<file path="src/rtl/gpio_port_pkg.sv">
package gpio_port_pkg;
  typedef enum logic [1:0] {
    SEL_OUTVAL = 2'd0,
    SEL_DIRECT = 2'd1,
    SEL_VIEW   = 2'd2,
    SEL_UNUSED = 2'd3
  } reg_sel_e;
endpackage

</file>
<file path="src/rtl/gpio_in_sync.sv">
module gpio_in_sync #(
  parameter int W      = 5,
  parameter int STAGES = 2
) (
  input  logic         clk,
  input  logic         rst_n,
  input  logic         clr,
  input  logic [W-1:0] async_in,
  output logic [W-1:0] sync_out
);
  logic [W-1:0] stg [STAGES];

  for (genvar s = 0; s < STAGES; s++) begin : g_stage
    always_ff @(posedge clk or negedge rst_n) begin
      if (!rst_n)   stg[s] <= '0;
      else if (clr) stg[s] <= '0;
      else if (s == 0) stg[s] <= async_in;
      else          stg[s] <= stg[(s == 0) ? 0 : s-1];
    end
  end

  assign sync_out = stg[STAGES-1];
endmodule

</file>
<file path="src/rtl/gpio_ctrl_regs.sv">
module gpio_ctrl_regs
  import gpio_port_pkg::*;
#(
  parameter int W     = 5,
  parameter int BUS_W = 8
) (
  input  logic             clk,
  input  logic             rst_n,
  input  logic             clr,
  input  logic             hold,
  input  logic             wr_en,
  input  reg_sel_e         sel,
  input  logic [BUS_W-1:0] wr_data,
  output logic [W-1:0]     outval_q,
  output logic [W-1:0]     dir_q
);
  logic wr_ok;
  assign wr_ok = wr_en && !hold;

  always_ff @(posedge clk or negedge rst_n) begin
    if (!rst_n) begin
      outval_q <= '0;
      dir_q    <= '0;
    end else if (clr) begin
      outval_q <= '0;
      dir_q    <= '0;
    end else if (wr_ok) begin
      case (sel)
        SEL_OUTVAL: outval_q <= wr_data[W-1:0];
        SEL_DIRECT: dir_q    <= wr_data[W-1:0];
        default: ;
      endcase
    end
  end
endmodule

</file>
<file path="src/rtl/gpio_port_view.sv">
module gpio_port_view #(
  parameter int W = 5
) (
  input  logic         clk,
  input  logic         rst_n,
  input  logic         clr,
  input  logic         hold,
  input  logic [W-1:0] outval,
  input  logic [W-1:0] dir,
  input  logic [W-1:0] pin_sync,
  output logic [W-1:0] view_q
);
  for (genvar i = 0; i < W; i++) begin : g_bit
    logic sel_bit;
    assign sel_bit = dir[i] ? outval[i] : pin_sync[i];
    always_ff @(posedge clk or negedge rst_n) begin
      if (!rst_n)     view_q[i] <= 1'b0;
      else if (clr)   view_q[i] <= 1'b0;
      else if (!hold) view_q[i] <= sel_bit;
    end
  end
endmodule

</file>
<file path="src/rtl/gpio_rd_mux.sv">
module gpio_rd_mux
  import gpio_port_pkg::*;
#(
  parameter int W     = 5,
  parameter int BUS_W = 8
) (
  input  logic             rd_en,
  input  reg_sel_e         sel,
  input  logic [W-1:0]     outval,
  input  logic [W-1:0]     dir,
  input  logic [W-1:0]     view,
  output logic [BUS_W-1:0] rd_data
);
  logic [W-1:0] pick;
  always_comb begin
    case (sel)
      SEL_OUTVAL: pick = outval;
      SEL_DIRECT: pick = dir;
      SEL_VIEW:   pick = view;
      default:    pick = '0;
    endcase
  end
  assign rd_data = rd_en ? {{(BUS_W-W){1'b0}}, pick} : '0;
endmodule

</file>
<file path="src/rtl/gpio_standby_port.sv">
module gpio_standby_port
  import gpio_port_pkg::*;
#(
  parameter int PIN_W       = 5,
  parameter int BUS_W       = 8,
  parameter int SYNC_STAGES = 2
) (
  input  logic             clk,
  input  logic             rst_n,
  input  logic             hw_stby,
  input  logic             sw_stby,
  input  logic [1:0]       reg_sel,
  input  logic             wr_en,
  input  logic             rd_en,
  input  logic [BUS_W-1:0] wr_data,
  output logic [BUS_W-1:0] rd_data,
  input  logic [PIN_W-1:0] pin_in,
  output logic [PIN_W-1:0] pin_out,
  output logic [PIN_W-1:0] pin_oe
);
  reg_sel_e     sel;
  logic         hold;
  logic [PIN_W-1:0] outval_q, dir_q, pin_sync, view_q;

  assign sel  = reg_sel_e'(reg_sel);
  assign hold = sw_stby && !hw_stby;

  gpio_in_sync #(.W(PIN_W), .STAGES(SYNC_STAGES)) sync_i (
    .clk(clk), .rst_n(rst_n), .clr(hw_stby),
    .async_in(pin_in), .sync_out(pin_sync)
  );

  gpio_ctrl_regs #(.W(PIN_W), .BUS_W(BUS_W)) regs_i (
    .clk(clk), .rst_n(rst_n), .clr(hw_stby), .hold(hold),
    .wr_en(wr_en), .sel(sel), .wr_data(wr_data),
    .outval_q(outval_q), .dir_q(dir_q)
  );

  gpio_port_view #(.W(PIN_W)) view_i (
    .clk(clk), .rst_n(rst_n), .clr(hw_stby), .hold(hold),
    .outval(outval_q), .dir(dir_q), .pin_sync(pin_sync), .view_q(view_q)
  );

  gpio_rd_mux #(.W(PIN_W), .BUS_W(BUS_W)) rmux_i (
    .rd_en(rd_en), .sel(sel), .outval(outval_q), .dir(dir_q),
    .view(view_q), .rd_data(rd_data)
  );

  assign pin_out = outval_q;
  assign pin_oe  = dir_q;
endmodule

</file>
<file path="config.mk">
export PLATFORM = sky130hd
export DESIGN_NAME = gpio_standby_port
export DESIGN_NICKNAME = d
export VERILOG_FILES = /design/src/rtl/gpio_port_pkg.sv /design/src/rtl/gpio_in_sync.sv /design/src/rtl/gpio_ctrl_regs.sv /design/src/rtl/gpio_port_view.sv /design/src/rtl/gpio_rd_mux.sv /design/src/rtl/gpio_standby_port.sv
export SDC_FILE = /design/constraint.sdc
export NUM_CORES = 1
export LEC_CHECK = 0
export BUFFER_PORTS_ARGS = -buffer_cell sky130_fd_sc_hd__buf_2
export CORE_MARGIN = 2
export CORE_UTILIZATION = 45
export DETAILED_ROUTE_END_ITERATION = 10
export MAX_ROUTING_LAYER = met4
export PLACE_DENSITY = 0.72
export SETUP_SLACK_MARGIN = 0.2
export SYNTH_ARGS = -nofsm -noshare
export SYNTH_HDL_FRONTEND = slang
export SYNTH_SLANG_ARGS = --single-unit
</file>
<file path="constraint.sdc">
create_clock -name clk -period 2.98 [get_ports clk]
set_input_delay 0.298 -clock clk [delete_from_list [all_inputs] [get_ports clk]]
set_output_delay 0.298 -clock clk [all_outputs]
set_load 0.01 [all_outputs]
</file>
==> results of run 1 <==
## routing by layer
metal | up-vias | global-route usage (%) | wire [µm]
met5 | - | - | 0
met4 | 0 | 5.23 | 12
met3 | 2 | 3.75 | 101
met2 | 22 | 25.0 | 1010
met1 | 374 | 19.2 | 1030
li1 | 399 | - | -
## cells in the final DEF, fill, tap and decap left out, drive strengths merged
| cell | count |
|---|---|
| buf | 32 |
| dfrtp | 25 |
| mux2i | 20 |
| nor2 | 15 |
| nor2b | 10 |
| nand3b | 5 |
| o21ai | 5 |
| and2 | 5 |
| mux2 | 5 |
| clkbuf | 4 |
| conb | 3 |
| nor4b | 1 |
| and4bb | 1 |
| dlygate4sd3 | 1 |
## through the flow
stage          setup slack [ns]  hold WS [ns]
2_1_floorplan              1.77       0.00241
5_1_grt                    1.30         0.193
6_report                   1.43         0.202
3_5_place_dp               1.42         0.316
3_3_place_gp               1.44         0.310
4_1_cts                    1.41         0.198
## registers in the layout, summed over array words and instances, names as in the netlist
signal and flops:
regs_i.dir_q 5, sync_i.sync_out 5, sync_i.stg 5, view_i.view_q 5, regs_i.outval_q 5
## power groups by stage
stage	clock (µW)	sequential (µW)	combinational, µW
2_1_floorplan	0	361	38.1
5_1_grt	163	356	71.3
4_1_cts	148	354	64.9
3_3_place_gp	0	360	61.7
3_5_place_dp	0	361	63.7
6_report	143	354	63.7
## how the worst max path moves through the flow
stage	from	slack, ns	cells after the start	to
finish	regs_i.dir_q[1]	1.43	4	rd_data[1]
global route	regs_i.dir_q[1]	1.30	4	rd_data[1]
floorplan	sw_stby	1.77	5	regs_i.dir_q[2]
detailed placement	reg_sel[0]	1.42	4	regs_i.outval_q[0]
global placement	reg_sel[0]	1.44	4	regs_i.outval_q[3]
CTS	regs_i.dir_q[4]	1.41	4	rd_data[4]
## logic make-up after synthesis
family                 count (synthesis)  share of synthesized area [%]
AOI/OAI and AO/OA                      5                           2.10
buffers and inverters                  9                           4.73
DFF                                   25                           52.5
muxes                                 25                           21.5
other                                  1                          0.315
and+or+nand+nor                       37                           18.8
## layout make-up
type	count	share of cell area, %
clock buffer	4	1.91
multi-input combinational	70	37.5
sequential	25	45.5
tap	30	2.73
timing repair buffer	33	12.4
## timing repair
item | 4_1_cts | 5_1_grt
hold buffers | 1 | 0
buffers inserted | 0 | 0
hold endpoints to repair | 25 | 0
resized for setup | 0 | 0
==> summary.md, run 1 <==
| Metric | Value |
|---|---|
| Largest cells by area after synthesis | `dfrtp_1 (53%), mux2i_1 (17%), nor2b_1 (5.3%)` |
| CTS Buffer Depth | `2` |
| Drt total wl | `2150 µm` |
| DRC Markers | `0` |
| Register Area | `626 µm²` |
| Pwr Total | `561 µW` |
| Vias in the first global route | `808` |
| RSZ-0062 raised after global routing | `false` |
| DP HPWL | `1490 µm` |
| Die width | `55.5 µm` |
| Fillers | `221` |
| Fin util | `55.1%` |
| Multi-input logic area | `517 µm²` |
| Die Y | `55.5 µm` |
| First-pass GRT wire length | `3620 µm` |
| TritonCTS clock tree | `yes` |
| CP endpoint kind | `output pin` |
| Initial Util | `47.6%` |
| Later-pin clock latency in the skew report | `0.30 ns` |
| Ports | `39` |
| Synth top area share | `52.5%` |
| Worst Path Max Fanout | `4` |
| Fin crit share | `52.0%` |
| Startpoint Class | `flip-flop` |
| Fin crit period | `1.55 ns` |
| Final setup fails | `0` |
| Reg power frac | `63.2%` |
| Placed insts | `157` |
| H-tree depth | `1` |
| EDFF count, synth | `0` |
| Worst path cell trace | `mux2i_1, o21ai_0, and2_1, buf_2` |
| Slowest CP cell | `dfrtp_1` |
| R2R Path End | `view_i.view_q[1]` |
| GR Overflow Total | `0` |
| Crit path kind | `reg2out` |
| Flop2flop setup slack | `1.89 ns` |
| Die area | `3070 µm²` |
| Worst EP arrival | `1.25 ns` |
| Post-route ant nets | `0` |
| Synth area leader | `dfrtp_1` |
| Power per Cell Area | `408 nW/µm²` |
| First-pass DRT Iterations | `4` |
| Clock power share | `25.5%` |
| GPL Wtd Cong | `0.707` |
| Via density per instance | `4.92` |
| Initial DRC Count | `9` |
| Max-Cap Viols | `0` |
| Final net count | `154` |
| Sum of buffers and inverters on the critical path | `1` |
| Root Buffer | `clkbuf_4` |
| Top FF cell, synth | `dfrtp_1` |
| Sw frac | `23.4%` |
| Slew Viols, Final | `0` |
| Hold Path Class | `in2reg` |
| TNS Setup | `0 ns` |
| Worst vdd ir | `295 µV` |
| Actual slew at the worst max-slew pin | `0.565 ns` |
| Clock Skews | `0.00335 ns` |
| Warnings from Yosys | `0` |
| Synthesized area | `1190 µm²` |
| Async SR Flop Fraction | `100%` |
| Internal power | `429 µW` |
| Status | `completed` |
| Net switching power | `132 µW` |
| Largest net degree at the start of global routing | `26` |
| Total vias in the final route | `797` |
| Seq/Total Area, Yosys | `52.5%` |
| Initial antenna violation count | `0` |
| P_leak | `0.000701 µW` |
| R2R depth | `3` |
| Inserted Diodes | `0` |
| Final hold violations | `0` |
| WL per Instance | `13.3 µm` |
| Synth Area per Inst | `11.7 µm²` |
| Slew headroom | `62.2%` |
| Dpl cell area | `1340 µm²` |
| Core ar. | `2500 µm²` |
| Critical Path RT | `2.68 ns` |
| Hold Path Stages | `2` |
| Worst Hold Path EP | `sync_i.stg[9]` |
| Combinational share of power | `11.4%` |
| FF+latch count, synth | `25` |
| Most common cell in the synthesized netlist | `dfrtp_1` |
| Layout cells sized above 1 | `31.8%` |
| CP peak stage delay | `0.44 ns` |
| Clock-pin slew on the worst setup and hold paths | `0.13 ns` |
| Fmax | `645 MHz` |
| Cell row count | `18` |
| GRT Total Usage | `15.5%` |
| Top delay family on crit path | `flip-flops` |
| Num CTS Buffers | `3` |
| Buffers added on ports | `32` |
| Synth unique cells | `15` |
| Worst flop-to-flop path startpoint | `regs_i.dir_q[1]` |
| Fin cells | `162` |
| CTS sink count | `25` |
| Synth Instances | `102` |
| Synth cell count leaders | `dfrtp_1 (25), mux2i_1 (20), nor2_1 (15), nor2b_1 (10)` |
| Hold Startpoint | `pin_in[4]` |
| Final instance area | `1380 µm²` |
| P&R area growth vs syn | `15.5%` |
No activity file was read; power rests on OpenSTA's default activity.
==> run 2: changes to the inputs <==
--- a/config.mk
+++ b/config.mk
@@ -7,10 +7,10 @@
 export LEC_CHECK = 0
 export BUFFER_PORTS_ARGS = -buffer_cell sky130_fd_sc_hd__buf_2
 export CORE_MARGIN = 2
-export CORE_UTILIZATION = 45
+export CORE_UTILIZATION = 44
 export DETAILED_ROUTE_END_ITERATION = 10
 export MAX_ROUTING_LAYER = met4
-export PLACE_DENSITY = 0.72
+export PLACE_DENSITY = 0.74
 export SETUP_SLACK_MARGIN = 0.2
 export SYNTH_ARGS = -nofsm -noshare
 export SYNTH_HDL_FRONTEND = slang
==> constraint.sdc (replaced) <==
create_clock -name clk -period 1.4 [get_ports clk]
set_input_delay 0.14 -clock clk [delete_from_list [all_inputs] [get_ports clk]]
set_output_delay 0.14 -clock clk [all_outputs]
set_load 0.01 [all_outputs]
==> summary.md, run 2 (same netlist as run 1, synthesis figures left out) <==
| Metric | Value |
|---|---|
| Status | `completed` |
| Crit path kind | `reg2out` |
| Reg power frac | `61.4%` |
| Clock Skews | `0.00326 ns` |
| CP peak stage delay | `0.42 ns` |
| Commonest non-fill, non-tap cell in the layout | `buf_2` |
| Fillers | `231` |
| Layout cells sized above 1 | `38.8%` |
| GR Overflow Total | `0` |
| Slowest CP cell | `dfrtp_1` |
| Sum of buffers and inverters on the critical path | `1` |
| R2R Path End | `view_i.view_q[0]` |
| Place WS | `0.140 ns` |
| Sw frac | `24.0%` |
| Clock-pin slew on the worst setup and hold paths | `0.13 ns` |
| Total vias in the final route | `889` |
| Critical Path RT | `1.26 ns` |
| Core ar. | `2520 µm²` |
| Initial DRC Count | `14` |
| Vias in the first global route | `877` |
| Die Y | `56.0 µm` |
| Num CTS Buffers | `3` |
| P&R area growth vs syn | `28.2%` |
| Multi-input logic area | `524 µm²` |
| Inserted Diodes | `0` |
| Net switching power | `294 µW` |
| Cell row count | `18` |
| Hold Path Stages | `2` |
| Flop2flop setup slack | `0.18 ns` |
| Fin util | `60.5%` |
| Worst EP arrival | `1.21 ns` |
| Final hold violations | `0` |
| CTS Buffer Depth | `2` |
| GPL Wtd Cong | `0.712` |
| Slew headroom | `62.6%` |
| Later-pin clock latency in the skew report | `0.31 ns` |
| Hold Path Class | `in2reg` |
| Worst path cell trace | `mux2i_1, o21ai_1, and2_1, buf_2` |
| Fmax | `743 MHz` |
| Drt total wl | `2370 µm` |
| Combinational share of power | `12.9%` |
| Buffers added on ports | `32` |
| Slew Viols, Final | `0` |
| Top delay family on crit path | `flip-flops` |
| Die width | `56.0 µm` |
| Worst flop-to-flop path startpoint | `regs_i.dir_q[0]` |
| Power per Cell Area | `802 nW/µm²` |
| Worst Path Max Fanout | `2` |
| R2R depth | `5` |
| Worst vdd ir | `573 µV` |
| H-tree depth | `1` |
| First-pass GRT wire length | `3950 µm` |
| Placed insts | `159` |
| Startpoint Class | `flip-flop` |
| Post-layout worst setup margin | `0.0550 ns` |
| Worst hold slack | `0.0361 ns` |
| Root Buffer | `clkbuf_4` |
| Commonest cells after routing, fill and taps aside | `buf_2 (29), dfrtp_1 (25), mux2i_1 (20)` |
| GRT Total Usage | `16.5%` |
| Via density per instance | `5.02` |
| DRC Markers | `0` |
| DP HPWL | `1590 µm` |
| CP endpoint kind | `output pin` |
| Final setup fails | `0` |
| Largest net degree at the start of global routing | `26` |
| Worst Hold Path EP | `sync_i.stg[5]` |
| P_leak | `0.000790 µW` |
| TNS Setup | `0 ns` |
| Final net count | `169` |
| Clock power share | `25.6%` |
| Post-route ant nets | `0` |
| Ports | `39` |
| Hold Startpoint | `pin_in[0]` |
| Fin crit period | `1.35 ns` |
| Die area | `3140 µm²` |
| Initial antenna violation count | `0` |
| RSZ-0062 raised after global routing | `true` |
| Actual slew at the worst max-slew pin | `0.562 ns` |
| Fin crit share | `96.1%` |
| WL per Instance | `13.4 µm` |
| Internal power | `930 µW` |
| Fin cells | `177` |
| TritonCTS clock tree | `yes` |
| Max-Cap Viols | `0` |
| Initial Util | `47.2%` |
| First-pass DRT Iterations | `4` |
| Register Area | `626 µm²` |
| CTS sink count | `25` |
-- run 2: cell types whose count changed in the layout (fill, tap and decap cells not counted) --
cell / previous run / this run
buf_4: 0 / 12
buf_6: 0 / 6
o21ai_0: 5 / 1
o21ai_1: 0 / 4
buf_2: 32 / 29
mux2_2: 5 / 3
mux2_4: 0 / 2
-- run 2: routing by layer --
layer  vias up  wire, µm  track usage (%)
met4         0        20             6.80
li1        423         -                -
met2        31      1220             27.4
met3         4       108             2.33
met1       431      1020             20.1
met5         -         0                -
-- run 2: worst max path at each step --
| stage | start | endpoint | slack [ns] | cells after the start |
|---|---|---|---|---|
| floorplan | sw_stby | regs_i.dir_q[2] | 0.35 | 5 |
| global placement | reg_sel[0] | regs_i.outval_q[0] | 0.14 | 5 |
| detailed placement | reg_sel[0] | regs_i.outval_q[0] | 0.14 | 5 |
| CTS | regs_i.outval_q[0] | rd_data[0] | 0.02 | 4 |
| global route | regs_i.outval_q[0] | rd_data[0] | -0.04 | 4 |
| finish | regs_i.dir_q[1] | rd_data[1] | 0.05 | 4 |
-- run 2: power groups by stage --
stage          Clock (µW)  Combinational (µW)  Sequential, µW
2_1_floorplan           0                81.1             769
6_report              314                 158             752
3_5_place_dp            0                 137             769
5_1_grt               361                 174             755
3_3_place_gp            0                 133             767
4_1_cts               331                 152             752
-- run 2: area by class of cell --
type                    count  share of cell area (%)
clock buffers               4                    1.72
multi-input cells          70                    34.3
flip-flops and latches     25                    41.0
well taps                  30                    2.46
repair buffers             48                    20.5
-- run 2: stage by stage --
step / power (µW) / instance area [µm²]
finish: 1220 / 1530
detailed placement: 905 / 1360
global placement: 900 / 1360
floorplan: 850 / 1200
CTS: 1230 / 1470
global route: 1290 / 1530
-- run 2: worst register-to-register path: stages (launching register included) --
cell,delay [ns]
dfrtp_1,0.40
buf_4,0.13
buf_6,0.11
mux2_4,0.29
mux2i_1,0.12
nor2_1,0.05
-- run 2: what timing repair did --
item | in CTS | in global routing
endpoints found under the setup margin | 5 | 7
hold buffers | 1 | 0
pin swaps | 2 | 5
setup buffers | 10 | 3
resized for setup | 2 | 10
endpoints found under the hold margin | 25 | 0
cloned | 0 | 0
